**src/rtl/mbx_pkg.sv**
```systemverilog
package mbx_pkg;
  localparam int DW     = 32;
  localparam int HOFS_W = 12;

  localparam logic [HOFS_W-1:0] OFS_CMD  = 12'h99A;
  localparam logic [HOFS_W-1:0] OFS_STAT = 12'h99B;
  localparam logic [HOFS_W-1:0] OFS_IDX  = 12'h99C;
  localparam logic [HOFS_W-1:0] OFS_CTL  = 12'h99D;
  localparam logic [HOFS_W-1:0] OFS_ADDR = 12'h99E;
  localparam logic [HOFS_W-1:0] OFS_DATA = 12'h99F;

  localparam logic [DW-1:0] CMD_WR = 32'h0;
  localparam logic [DW-1:0] CMD_RD = 32'h1;

  typedef enum logic [7:0] {
    ST_BUSY     = 8'h00,
    ST_DONE     = 8'h01,
    ST_BAD_CMD  = 8'h02,
    ST_BAD_ADDR = 8'h03,
    ST_FAULT    = 8'hFF
  } mbx_stat_e;
endpackage

```
**src/rtl/mbx_host_bank.sv**
```systemverilog
module mbx_host_bank
  import mbx_pkg::*;
(
  input  logic              clk_i,
  input  logic              rst_ni,
  input  logic              wr_i,
  input  logic [HOFS_W-1:0] wofs_i,
  input  logic [DW-1:0]     wdata_i,
  input  logic [HOFS_W-1:0] rofs_i,
  output logic [DW-1:0]     rdata_o,
  input  logic              lock_i,
  input  logic              fin_i,
  input  logic [7:0]        fin_stat_i,
  input  logic              fin_load_i,
  input  logic [DW-1:0]     fin_data_i,
  output logic              cmd_fire_o,
  output logic [DW-1:0]     addr_o,
  output logic [DW-1:0]     data_o,
  output logic [DW-1:0]     ctl_o,
  output logic [DW-1:0]     idx_o,
  output logic [7:0]        stat_o
);
  logic [DW-1:0] cmd_q, addr_q, data_q, ctl_q, idx_q;
  logic [7:0]    stat_q;
  logic          wr_ok;

  assign wr_ok      = wr_i && !lock_i;
  assign cmd_fire_o = wr_ok && (wofs_i == OFS_CMD);

  always_ff @(posedge clk_i or negedge rst_ni) begin
    if (!rst_ni) begin
      cmd_q  <= '0;
      addr_q <= '0;
      data_q <= '0;
      ctl_q  <= '0;
      idx_q  <= '0;
      stat_q <= ST_DONE;
    end else begin
      if (wr_ok) begin
        unique case (wofs_i)
          OFS_CMD:  cmd_q  <= wdata_i;
          OFS_ADDR: addr_q <= wdata_i;
          OFS_CTL:  ctl_q  <= wdata_i;
          OFS_IDX:  idx_q  <= wdata_i;
          default: ;
        endcase
      end
      // engine completion wins over host writes
      if (fin_i) stat_q <= fin_stat_i;
      else if (wr_ok && wofs_i == OFS_STAT) stat_q <= wdata_i[7:0];
      if (fin_load_i) data_q <= fin_data_i;
      else if (wr_ok && wofs_i == OFS_DATA) data_q <= wdata_i;
    end
  end

  always_comb begin
    unique case (rofs_i)
      OFS_CMD:  rdata_o = cmd_q;
      OFS_STAT: rdata_o = {{(DW-8){1'b0}}, stat_q};
      OFS_IDX:  rdata_o = idx_q;
      OFS_CTL:  rdata_o = ctl_q;
      OFS_ADDR: rdata_o = addr_q;
      OFS_DATA: rdata_o = data_q;
      default:  rdata_o = '0;
    endcase
  end

  assign addr_o = addr_q;
  assign data_o = data_q;
  assign ctl_o  = ctl_q;
  assign idx_o  = idx_q;
  assign stat_o = stat_q;
endmodule

```
**src/rtl/mbx_seq.sv**
```systemverilog
module mbx_seq
  import mbx_pkg::*;
#(
  parameter logic [DW-1:0] ADDR_LO = 32'h0000_0100,
  parameter logic [DW-1:0] ADDR_HI = 32'h0000_EFFF
) (
  input  logic          clk_i,
  input  logic          rst_ni,
  input  logic          cmd_fire_i,
  input  logic [DW-1:0] cmd_i,
  input  logic [DW-1:0] addr_i,
  input  logic          bus_fin_i,
  input  logic          bus_err_i,
  output logic          active_o,
  output logic          start_o,
  output logic          write_o,
  output logic          fin_o,
  output logic [7:0]    fin_stat_o,
  output logic          fin_load_o
);
  logic active_q, write_q, cmd_ok, addr_ok, launch;

  assign cmd_ok  = (cmd_i == CMD_WR) || (cmd_i == CMD_RD);
  assign addr_ok = (addr_i >= ADDR_LO) && (addr_i <= ADDR_HI);
  assign launch  = !active_q && cmd_fire_i;
  assign start_o = launch && cmd_ok && addr_ok;

  always_ff @(posedge clk_i or negedge rst_ni) begin
    if (!rst_ni) begin
      active_q <= 1'b0;
      write_q  <= 1'b0;
    end else if (start_o) begin
      active_q <= 1'b1;
      write_q  <= (cmd_i == CMD_WR);
    end else if (active_q && bus_fin_i) begin
      active_q <= 1'b0;
    end
  end

  always_comb begin
    fin_o      = 1'b0;
    fin_stat_o = ST_DONE;
    fin_load_o = 1'b0;
    if (launch && !cmd_ok) begin
      fin_o      = 1'b1;
      fin_stat_o = ST_BAD_CMD;
    end else if (launch && !addr_ok) begin
      fin_o      = 1'b1;
      fin_stat_o = ST_BAD_ADDR;
    end else if (active_q && bus_fin_i) begin
      fin_o      = 1'b1;
      fin_stat_o = bus_err_i ? ST_FAULT : ST_DONE;
      fin_load_o = !write_q && !bus_err_i;
    end
  end

  assign active_o = active_q;
  assign write_o  = write_q;
endmodule

```
**src/rtl/mbx_bus_master.sv**
```systemverilog
module mbx_bus_master
  import mbx_pkg::*;
#(
  parameter int TIMEOUT_CYC = 64,
  localparam int CW = $clog2(TIMEOUT_CYC + 1)
) (
  input  logic clk_i,
  input  logic rst_ni,
  input  logic start_i,
  input  logic ready_i,
  input  logic rsp_err_i,
  output logic valid_o,
  output logic fin_o,
  output logic err_o
);
  logic          valid_q, tmo_hit;
  logic [CW-1:0] wait_q;

  assign tmo_hit = valid_q && !ready_i && (wait_q == CW'(TIMEOUT_CYC - 1));
  assign fin_o   = valid_q && (ready_i || tmo_hit);
  assign err_o   = !ready_i || rsp_err_i;

  always_ff @(posedge clk_i or negedge rst_ni) begin
    if (!rst_ni) begin
      valid_q <= 1'b0;
      wait_q  <= '0;
    end else if (start_i) begin
      valid_q <= 1'b1;
      wait_q  <= '0;
    end else if (fin_o) begin
      valid_q <= 1'b0;
      wait_q  <= '0;
    end else if (valid_q) begin
      wait_q  <= wait_q + 1'b1;
    end
  end

  assign valid_o = valid_q;
endmodule

```
**src/rtl/mbx_reg_bridge.sv**
```systemverilog
module mbx_reg_bridge
  import mbx_pkg::*;
#(
  parameter int            TAW         = 16,
  parameter logic [31:0]   ADDR_LO     = 32'h0000_0100,
  parameter logic [31:0]   ADDR_HI     = 32'h0000_EFFF,
  parameter int            TIMEOUT_CYC = 64
) (
  input  logic              clk_i,
  input  logic              rst_ni,
  input  logic              host_wr_i,
  input  logic [11:0]       host_wofs_i,
  input  logic [31:0]       host_wdata_i,
  input  logic [11:0]       host_rofs_i,
  output logic [31:0]       host_rdata_o,
  output logic              bus_valid_o,
  input  logic              bus_ready_i,
  output logic              bus_write_o,
  output logic [TAW+1:0]    bus_addr_o,
  output logic [31:0]       bus_wdata_o,
  output logic [31:0]       bus_ctx_ctl_o,
  output logic [31:0]       bus_ctx_idx_o,
  input  logic [31:0]       bus_rdata_i,
  input  logic              bus_err_i
);
  logic          cmd_fire, active, start, fin, fin_load, bus_fin, bus_err;
  logic [7:0]    fin_stat, stat_code;
  logic [DW-1:0] addr_reg, data_reg, ctl_reg, idx_reg;

  mbx_host_bank u_bank (
    .clk_i, .rst_ni,
    .wr_i       (host_wr_i),
    .wofs_i     (host_wofs_i),
    .wdata_i    (host_wdata_i),
    .rofs_i     (host_rofs_i),
    .rdata_o    (host_rdata_o),
    .lock_i     (active),
    .fin_i      (fin),
    .fin_stat_i (fin_stat),
    .fin_load_i (fin_load),
    .fin_data_i (bus_rdata_i),
    .cmd_fire_o (cmd_fire),
    .addr_o     (addr_reg),
    .data_o     (data_reg),
    .ctl_o      (ctl_reg),
    .idx_o      (idx_reg),
    .stat_o     (stat_code)
  );

  mbx_seq #(.ADDR_LO(ADDR_LO), .ADDR_HI(ADDR_HI)) u_seq (
    .clk_i, .rst_ni,
    .cmd_fire_i (cmd_fire),
    .cmd_i      (host_wdata_i),
    .addr_i     (addr_reg),
    .bus_fin_i  (bus_fin),
    .bus_err_i  (bus_err),
    .active_o   (active),
    .start_o    (start),
    .write_o    (bus_write_o),
    .fin_o      (fin),
    .fin_stat_o (fin_stat),
    .fin_load_o (fin_load)
  );

  mbx_bus_master #(.TIMEOUT_CYC(TIMEOUT_CYC)) u_bus (
    .clk_i, .rst_ni,
    .start_i   (start),
    .ready_i   (bus_ready_i),
    .rsp_err_i (bus_err_i),
    .valid_o   (bus_valid_o),
    .fin_o     (bus_fin),
    .err_o     (bus_err)
  );

  // word index to byte address
  assign bus_addr_o    = {addr_reg[TAW-1:0], 2'b00};
  assign bus_wdata_o   = data_reg;
  assign bus_ctx_ctl_o = ctl_reg;
  assign bus_ctx_idx_o = idx_reg;
endmodule

```
**config.mk**
```make
export PLATFORM = sky130hd
export DESIGN_NAME = mbx_reg_bridge
export DESIGN_NICKNAME = d
export VERILOG_FILES = /design/src/rtl/mbx_pkg.sv /design/src/rtl/mbx_host_bank.sv /design/src/rtl/mbx_seq.sv /design/src/rtl/mbx_bus_master.sv /design/src/rtl/mbx_reg_bridge.sv
export SDC_FILE = /design/constraint.sdc
export NUM_CORES = 1
export LEC_CHECK = 0
export ABC_AREA = 1
export CELL_PAD_IN_SITES_DETAIL_PLACEMENT = 2
export CELL_PAD_IN_SITES_GLOBAL_PLACEMENT = 2
export CORE_UTILIZATION = 38
export CTS_BUF_LIST = sky130_fd_sc_hd__clkbuf_16
export CTS_CLUSTER_SIZE = 30
export DETAILED_ROUTE_END_ITERATION = 10
export DONT_BUFFER_PORTS = 1
export GPL_ROUTABILITY_DRIVEN = 0
export GPL_TIMING_DRIVEN = 0
export PLACE_DENSITY_LB_ADDON = 0.1
export SLEW_MARGIN = 20
export SYNTH_ARGS = -nofsm -noshare
export SYNTH_HDL_FRONTEND = slang
export SYNTH_SLANG_ARGS = --single-unit
export TNS_END_PERCENT = 5
```
**constraint.sdc**
```tcl
create_clock -name clk_i -period 3.2 [get_ports clk_i]
set_input_delay 0.16 -clock clk_i [delete_from_list [all_inputs] [get_ports clk_i]]
set_output_delay 0.16 -clock clk_i [all_outputs]
set_load 0.03 [all_outputs]
```
==> impl_metrics.toml, run 1 <==
[synth]
ys_seq_area_share_pct = 48.7
synth_flop_cell = "dfrtp_1"
netlist_area_sq_um = 9150
synth_top_area_share_pct = 48.4
yosysTopAreaCell = "dfrtp_1"
synth_cell_types = 35
synthTopCellsByArea = "dfrtp_1 48%, nand2_1 14%, nand3_1 6.7%"
synth_warnings = 0
avgSynthCellArea_sq_um = 7.60
synth_seq_cells = 178
synthArstFlopShare_pct = 100
postSynthCellCount = 1205
synth-edff-count = 0

[run_status]
status = "complete, but fails checks"
violations = "negative hold slack"

[route]
first_pass_iters = 5
via_per_inst = 5.88
wl_um = 44600
wl_per_cell_um = 27.5
route.detailed.drc = 0
vias = 9545
drt_iter0_drc = 571
postRouteAntennaNets = 0

[finish]
design_area_sq_um = 10800
mostFrequentLayoutCell = "nand2_1"
area_growth_pct = 18.1
layout.nets = 1384
seqCellArea_sq_um = 4460
layout_common_cells = "341 x nand2_1, 177 x dfrtp_1, 122 x nand3_1"
num-fill-cells = 2723
multiInputGateArea_sq_um = 3810
drive_gt1_share_pct = 8.29

[sta]
tns_ns = 0
setup_viol = 0
slew_violations = 0
timing.hold.ws_ns = -0.586
worst_pin_slew_ns = 0.967
maxSlewHeadroom_pct = 35.5
hold_violations = 178
rsz0062_at_grt = "false"
clock_skew_ns = 0.0136
final.min_clock_period_ns = 2.77
fmax_mhz = 361
setup_slack_ns = 0.432
post-route-period-util_pct = 86.5

[min_path]
worstHoldPathType = "input port to async pin"

[setup_path]
critPathLaunchType = "flip-flop"
critPathArrivalTime_ns = 3.15
path_class = "flip-flop to flip-flop"
critPathCaptureType = "flip-flop"
critical_path.max_fanout = 10
crit_required_ns = 3.58

[floorplanning]
rows = 56
die-area_sq_um = 24700
ios = 241
die_w_um = 157
core-area_sq_um = 23500
dieHeight_um = 157
start_util_pct = 38.9

[global_route]
grt_pass1_vias = 10387
grt_pass1_wl_um = 65900
gr-usage-all-layers_pct = 36.9
top_usage_layer = "met2"
use_met2_pct = 62.9
use_met1_pct = 44.1
grt_max_degree = 179
antenna_found_initial = 1
grt_use_met3_pct = 8.92
grt.overflow.total = 0

[power_and_ir_drop]
leakagePower_nw = 5.12
powerDensity_nw_per_um2 = 431
ir_drop_uv = 273

[clocking]
cts_tree = "built"
cts-resized-gates = 0
clkLatencyLatePin_ns = 0.45
post_cts_buffers = 0
cts_buffers = 17
clock_path_buffers = 2
htree_levels = 4
ctsRootBufferMaster = "clkbuf_16"
cts.sinks = 178
path_clk_slew_ns = 0.08
cts_hold_buf = 65

[placed_design]
place_area_sq_um = 9560
dp.final_hpwl_um = 29000
dp_worst_setup_slack_ns = 0.597
port_buffers = 0

[flow_run]
maxCapViolCount = 0
[synth_stat cells, types with 3 or more instances]
library cell	count
nand2_1	341
dfrtp_1	177
nand3_1	122
o21ai_0	121
inv_1	118
nor2_1	109
a21oi_1	55
clkbuf_1	33
buf_4	23
nand3_2	20
buf_2	19
nand4_1	14
o211ai_1	10
nor4_1	7
nor3_1	6
and2_1	5
buf_6	3
nor2_2	3
[logic make-up (layout without fill, tap and decap cells)]
| kind of cell | count (synthesis) | in the layout | synth area share, % |
|---|---|---|---|
| flops | 178 | 178 | 48.7 |
| simple gates | 633 | 633 | 30.4 |
| xor+xnor | 4 | 4 | 0.383 |
| compound gates | 188 | 188 | 10.6 |
| buf+inv | 200 | 297 | 9.72 |
| other cells | 1 | 4 | 0.0410 |
| fa+ha+maj | 1 | 1 | 0.137 |
[report_power, final]
group	internal (mW)	switching, mW	total, mW
combinational	0.0630	0.0889	0.152
sequential	2.25	0.000444	2.25
clock	1.18	1.08	2.26
[through the flow]
step / power (mW) / instances / hold WS [ns] / utilization (%)
5_1_grt: 4.74 / 1623 / -0.602 / 45.9
3_5_place_dp: 2.36 / 1525 / -0.130 / 40.6
4_1_cts: 4.64 / 1622 / -0.607 / 45.9
3_3_place_gp: 2.36 / 1525 / -0.130 / 40.6
2_1_floorplan: 2.34 / 1206 / -0.136 / -
6_report: 4.66 / 1624 / -0.586 / 45.9
[cell type report]
type | instances | share of cell area (%)
Timing Repair Buffer | 65 | 6.02
Sequential cell | 178 | 41.2
Clock inverter | 15 | 1.60
Antenna cell | 2 | 0.0463
Tap cell | 319 | 3.69
Multi-Input combinational cell | 828 | 35.3
Buffer | 79 | 3.98
Clock buffer | 17 | 3.94
Inverter | 121 | 4.25
[worst paths after layout]
path	start	to	slack (ns)	depth (start not counted)
setup / recovery	u_seq.active_o	u_bank.data_o[12]	0.43	7
hold / removal	rst_ni	u_bank.idx_o[28]	-0.59	0
setup reg to reg	u_seq.active_o	u_bank.data_o[12]	0.43	7
hold reg to reg	u_bank.stat_o[0]	u_bank.stat_o[0]	0.49	2
max in group asynchronous	rst_ni	u_bank.data_o[11]	3.45	0
min in group clk_i	host_wdata_i[6]	u_bank.idx_o[6]	0	2
[sequential cells by signal, indices dropped and copies added, names as in the netlist]
name,count
u_bus.valid_o,1
u_bus.wait_q,7
u_seq.write_o,1
u_bank.cmd_q,32
u_bank.ctl_o,32
u_bank.data_o,32
u_seq.active_o,1
u_bank.stat_o,8
u_bank.idx_o,32
u_bank.addr_o,32
[critical path: stages (launching register included)]
cell and delay [ns]:
dfrtp_1 0.47, nor2_4 0.19, nand3_1 0.35, inv_1 0.29, clkbuf_1 0.57, nand2_1 0.15
nand3_1 0.13, dlygate4sd3_1 0.56
[layer usage]
layer	vias to the layer above	wire length, um
met4	0	1680
met1	4956	17600
met5	-	0
met3	110	3250
li1	4048	-
met2	431	22100
Note: power is estimated with default switching activity, not from simulation.
==> inputs of run 2 (changes only) <==
--- a/config.mk
+++ b/config.mk
@@ -5,10 +5,9 @@
 export SDC_FILE = /design/constraint.sdc
 export NUM_CORES = 1
 export LEC_CHECK = 0
-export ABC_AREA = 1
 export CELL_PAD_IN_SITES_DETAIL_PLACEMENT = 2
 export CELL_PAD_IN_SITES_GLOBAL_PLACEMENT = 2
-export CORE_UTILIZATION = 38
+export CORE_UTILIZATION = 43
 export CTS_BUF_LIST = sky130_fd_sc_hd__clkbuf_16
 export CTS_CLUSTER_SIZE = 30
 export DETAILED_ROUTE_END_ITERATION = 10
==> run 2 against run 1 <==
The run still ends with negative hold slack left. Non-clock buffer count is 15 lower. Sequential power is 5% higher. Largest cell class unchanged. Sequential share of layout area is 3.4 points higher.
==> impl_metrics.toml, run 2 <==
[min_path]
worstHoldPathType = "input port to async pin"

[sta]
final.min_clock_period_ns = 3.16
hold_violations = 178
setup_viol = 0
slew_violations = 0
post-route-period-util_pct = 98.6
worst_pin_slew_ns = 0.992
maxSlewHeadroom_pct = 33.0
rsz0062_at_grt = "true"
fmax_mhz = 317
clock_skew_ns = 0.0110
timing.hold.ws_ns = -0.586

[finish]
design_area_sq_um = 9990
mostFrequentLayoutCell = "dfrtp_1"
area_growth_pct = 19.0
drive_gt1_share_pct = 20.6
layout.nets = 932
layout_common_cells = "177 x dfrtp_1, 126 x nand2_1, 99 x mux2_2"
final-instance-count-excl-fill = 1112

[global_route]
gr-usage-all-layers_pct = 35.5
grt.overflow.total = 0
use_met1_pct = 40.6
grt_use_met3_pct = 10.6
antenna_found_initial = 2
grt_pass1_wl_um = 51400
grt_pass1_vias = 8129
grt_max_degree = 179
top_usage_layer = "met2"
use_met2_pct = 61.7

[clocking]
clock_path_buffers = 2
ctsRootBufferMaster = "clkbuf_16"
clkLatencyLatePin_ns = 0.44
cts_hold_buf = 66
path_clk_slew_ns = 0.07
cts_buffers = 17
htree_levels = 4
post_cts_buffers = 0
cts.sinks = 178
cts_tree = "built"

[floorplanning]
rows = 50
core-area_sq_um = 18900
start_util_pct = 44.4
die_w_um = 142
dieHeight_um = 142
ios = 241
die-area_sq_um = 20100

[synth]
synth-edff-count = 0
netlist_area_sq_um = 8400
synth_top_area_share_pct = 52.8
yosysTopAreaCell = "dfrtp_1"
avgSynthCellArea_sq_um = 11.2
synthTopCellsByArea = "dfrtp_1 53%, mux2_2 13%, mux2i_1 6.4%"
synth_warnings = 0
synth_cell_types = 47
synth_most_common_cell = "dfrtp_1"
synth_seq_cells = 178
synth_commonest_cells = "177 x dfrtp_1, 126 x nand2_1, 99 x mux2_2"
ys_seq_area_share_pct = 53.1
synthArstFlopShare_pct = 100
postSynthCellCount = 752
synth_flop_cell = "dfrtp_1"

[placed_design]
dp.final_hpwl_um = 21100
port_buffers = 0
dp.cells = 1013
place_area_sq_um = 8720

[power_and_ir_drop]
ir_drop_uv = 366
leakagePower_nw = 5.08
powerDensity_nw_per_um2 = 471

[setup_path]
crit_required_ns = 3.04
r2r_setup_slack_ns = 0.41
critPathCaptureType = "output port"
cp_slowest_cell = "clkbuf_1"
path_cells = "nor4bb_1 > nand4_1 > nor2_2 > clkbuf_1 > a222oi_1 > nand2_1"
cp_slowest_stage_delay_ns = 0.69
critPathLaunchType = "input port"
critical_path.max_fanout = 10
critPathArrivalTime_ns = 3.00
path_class = "input port to output port"

[route]
postRouteAntennaNets = 0
route.detailed.drc = 0
via_per_inst = 6.32
wl_um = 34400
vias = 7027
drt_iter0_drc = 495
wl_per_cell_um = 30.9
first_pass_iters = 6

[flow_run]
maxCapViolCount = 0

[run_status]
status = "complete, but fails checks"
violations = "negative hold slack"
[run 2: final timing paths]
check / from / to / depth (start not counted)
max in group asynchronous: rst_ni / u_bank.stat_o[0] / 0
min in group clk_i: bus_err_i / u_bank.stat_o[1] / 2
hold / removal: rst_ni / u_bus.wait_q[2] / 0
setup reg to reg: u_seq.active_o / u_bank.cmd_q[18] / 6
setup / recovery: host_rofs_i[9] / host_rdata_o[10] / 6
hold reg to reg: u_bank.cmd_q[14] / u_bank.cmd_q[14] / 2
[run 2: logic make-up (layout without fill, tap and decap cells)]
logic type	after synthesis	in the layout	share of synthesized area, %
adder cells (fa/ha/maj)	1	1	0.149
other	1	3	0.0447
AO/OA/AOI/OAI	121	121	10.4
AND/OR/NAND/NOR	229	229	12.5
multiplexers	153	153	19.7
buffers and inverters	69	167	4.19
flip-flops	178	178	53.1
[run 2: metal layers]
metal  routed length (um)  vias to the layer above
met5                    0                        -
met4                 1040                        0
met3                 2770                       78
met2                17700                      318
met1                12900                     3726
li1                     -                     2905
[run 2: what timing repair did]
action,4_1_cts,5_1_grt
hold endpoints to repair,346,178
gates resized for setup,0,3
endpoints found under the setup margin,0,21
[run 2: power breakdown]
| part | switching, mW | internal [mW] | total (mW) |
|---|---|---|---|
| Sequential | 0.0874 | 2.28 | 2.36 |
| Combinational | 0.0905 | 0.0939 | 0.184 |
| Clock | 1.04 | 1.12 | 2.15 |
| Total | 1.22 | 3.49 | 4.70 |
[run 2: critical path: cells and delay by family]
kind                   cells  cell delay, ns
AOI/OAI and AO/OA          1            0.20
buffers and inverters      1            0.69
and+or+nand+nor            4            1.93
[run 2: area by class of cell]
| type | count | area (sq um) |
|---|---|---|
| tap | 260 | 325 |
| inverter | 6 | 22.5 |
| multi-input combinational | 506 | 3600 |
| timing repair buffer | 66 | 661 |
| antenna | 1 | 2.50 |
| clock inverter | 15 | 165 |
| sequential | 178 | 4460 |
| fill | 1880 | 8900 |
| buffer | 63 | 329 |
| clock buffer | 17 | 425 |
[run 2: through the flow]
stage / total power, mW / utilization (%) / hold slack, ns / setup slack (ns) / TNS [ns]
2_1_floorplan: 2.46 / - / -0.136 / 0.908 / 0
3_3_place_gp: 2.48 / 46.2 / -0.130 / 0.221 / 0
3_5_place_dp: 2.49 / 46.2 / -0.131 / 0.0603 / 0
4_1_cts: 4.70 / 52.8 / -0.598 / 0.00653 / 0
5_1_grt: 4.81 / 52.9 / -0.600 / -0.0451 / -0.141
6_report: 4.70 / 52.9 / -0.586 / 0.0441 / 0
==> inputs of run 3 (changes only) <==
--- a/config.mk
+++ b/config.mk
@@ -7,7 +7,7 @@
 export LEC_CHECK = 0
 export CELL_PAD_IN_SITES_DETAIL_PLACEMENT = 2
 export CELL_PAD_IN_SITES_GLOBAL_PLACEMENT = 2
-export CORE_UTILIZATION = 43
+export CORE_UTILIZATION = 35
 export CTS_BUF_LIST = sky130_fd_sc_hd__clkbuf_16
 export CTS_CLUSTER_SIZE = 30
 export DETAILED_ROUTE_END_ITERATION = 10
==> run 3 against run 2 <==
Largest cell class unchanged. Fmax increased by 4.3%. Clock power decreased by 2%. Non-clock buffer count unchanged. Power fell by 1.0%. Wire length down 5.2%. Largest power group unchanged. Sequential share of layout area decreased by 0.28 points. The run still ends with negative hold slack left. Clock skew is 0.00061 ns higher. Highest routed layer unchanged. Critical path depth is the same. Hold slack got worse by 0.0029 ns. Via count fell by 4.9%. Register-to-register slack got worse by 0.07 ns.
==> impl_metrics.toml, run 3 (synthesis gave the netlist of run 2 again) <==
[run_status]
status = "complete, but fails checks"
violations = "negative hold slack"

[global_route]
gr-usage-all-layers_pct = 27.3
grt_pass1_wl_um = 48400
grt_max_degree = 179
grt_pass1_vias = 7665
antenna_found_initial = 1
grt.overflow.total = 0

[sta]
final.min_clock_period_ns = 3.03
slew_violations = 0
tns_ns = 0
post-route-period-util_pct = 94.6
worst_pin_slew_ns = 1.05
clock_skew_ns = 0.0116
hold_violations = 178
timing.hold.ws_ns = -0.589
setup_viol = 0
maxSlewHeadroom_pct = 29.0
fmax_mhz = 330
rsz0062_at_grt = "false"

[route]
route.detailed.drc = 0
vias = 6681
first_pass_iters = 6
drt_iter0_drc = 396
postRouteAntennaNets = 0
wl_per_cell_um = 27.8
via_per_inst = 5.70
wl_um = 32600

[power_and_ir_drop]
powerDensity_nw_per_um2 = 463
leakagePower_nw = 5.07
power_mw = 4.65
ir_drop_uv = 341

[clocking]
cts_buffers = 17
post_cts_buffers = 0
path_clk_slew_ns = 0.07
clock_path_buffers = 2
cts_tree = "built"
cts.sinks = 178
cts_hold_buf = 66
htree_levels = 4
ctsRootBufferMaster = "clkbuf_16"
clkLatencyLatePin_ns = 0.44

[finish]
design_area_sq_um = 10100
drive_gt1_share_pct = 20.3
layout.nets = 932
layout_common_cells = "177 x dfrtp_1, 126 x nand2_1, 99 x mux2_2"
final-instance-count-excl-fill = 1172
mostFrequentLayoutCell = "dfrtp_1"
area_growth_pct = 19.7

[flow_run]
maxCapViolCount = 0

[floorplanning]
die-area_sq_um = 24600
start_util_pct = 35.8
ios = 241
dieHeight_um = 157
core-area_sq_um = 23500
rows = 56
die_w_um = 157

[setup_path]
critPathCaptureType = "output port"
critPathArrivalTime_ns = 2.87
path_class = "input port to output port"
path_cells = "nor4bb_1 > nand4_1 > nor2_2 > clkbuf_1 > a222oi_1 > nand2_1"
cp_slowest_stage_delay_ns = 0.66
critical_path.max_fanout = 10
r2r_setup_slack_ns = 0.34
cp_slowest_cell = "clkbuf_1"
crit_required_ns = 3.04
critPathLaunchType = "input port"

[placed_design]
dp.cells = 1072
port_buffers = 0
dp.final_hpwl_um = 21900
place_area_sq_um = 8800

[min_path]
worstHoldPathType = "input port to async pin"
-- run 3: path summary, 6_finish.rpt --
path	cells past startpoint	start	endpoint
max	6	host_rofs_i[9]	host_rdata_o[31]
min	0	rst_ni	u_bus.wait_q[4]
max reg2reg	6	u_seq.active_o	u_seq.write_o
min reg2reg	2	u_bank.cmd_q[24]	u_bank.cmd_q[24]
max in group asynchronous	0	rst_ni	u_bank.stat_o[0]
min in group clk_i	2	host_wdata_i[0]	u_bank.stat_o[0]
-- run 3: layer usage --
metal	GRT usage (%)	vias to the layer above	share of wire [%]
met3	8.61	30	7.6
met5	0	-	0
li1	-	2892	-
met4	8.22	0	1.8
met2	46.1	236	50
met1	33.0	3523	41
-- run 3: power breakdown --
part / switching, mW / internal (mW)
clock network: 1.02 / 1.10
registers: 0.0855 / 2.28
logic: 0.0838 / 0.0937
total: 1.19 / 3.47
-- run 3: final cells by class --
type,instances,area [sq um]
antenna,2,5.00
buffer,63,330
clock buffer,17,425
clock inverter,15,155
fill,2450,13400
inverter,6,22.5
multi-input combinational,506,3600
sequential,178,4460
tap,319,399
timing repair buffer,66,661
-- run 3: what timing repair did --
item                                   CTS  global route
endpoints found under the hold margin  346           178
setup endpoints to repair                6            11
gates resized for setup                  1             3
-- run 3: through the flow --
stage          utilization, %  worst slack [ns]
2_1_floorplan               -             0.908
3_3_place_gp             37.5            0.0266
3_5_place_dp             37.5           -0.0498
4_1_cts                  42.8             0.101
5_1_grt                  42.8            0.0555
6_report                 42.8             0.173
-- run 3: worst max-delay path: cells and delay by family --
kind / cells / cell delay [ns]
buffers and inverters: 1 / 0.66
AO/OA/AOI/OAI: 1 / 0.15
AND/OR/NAND/NOR: 4 / 1.89
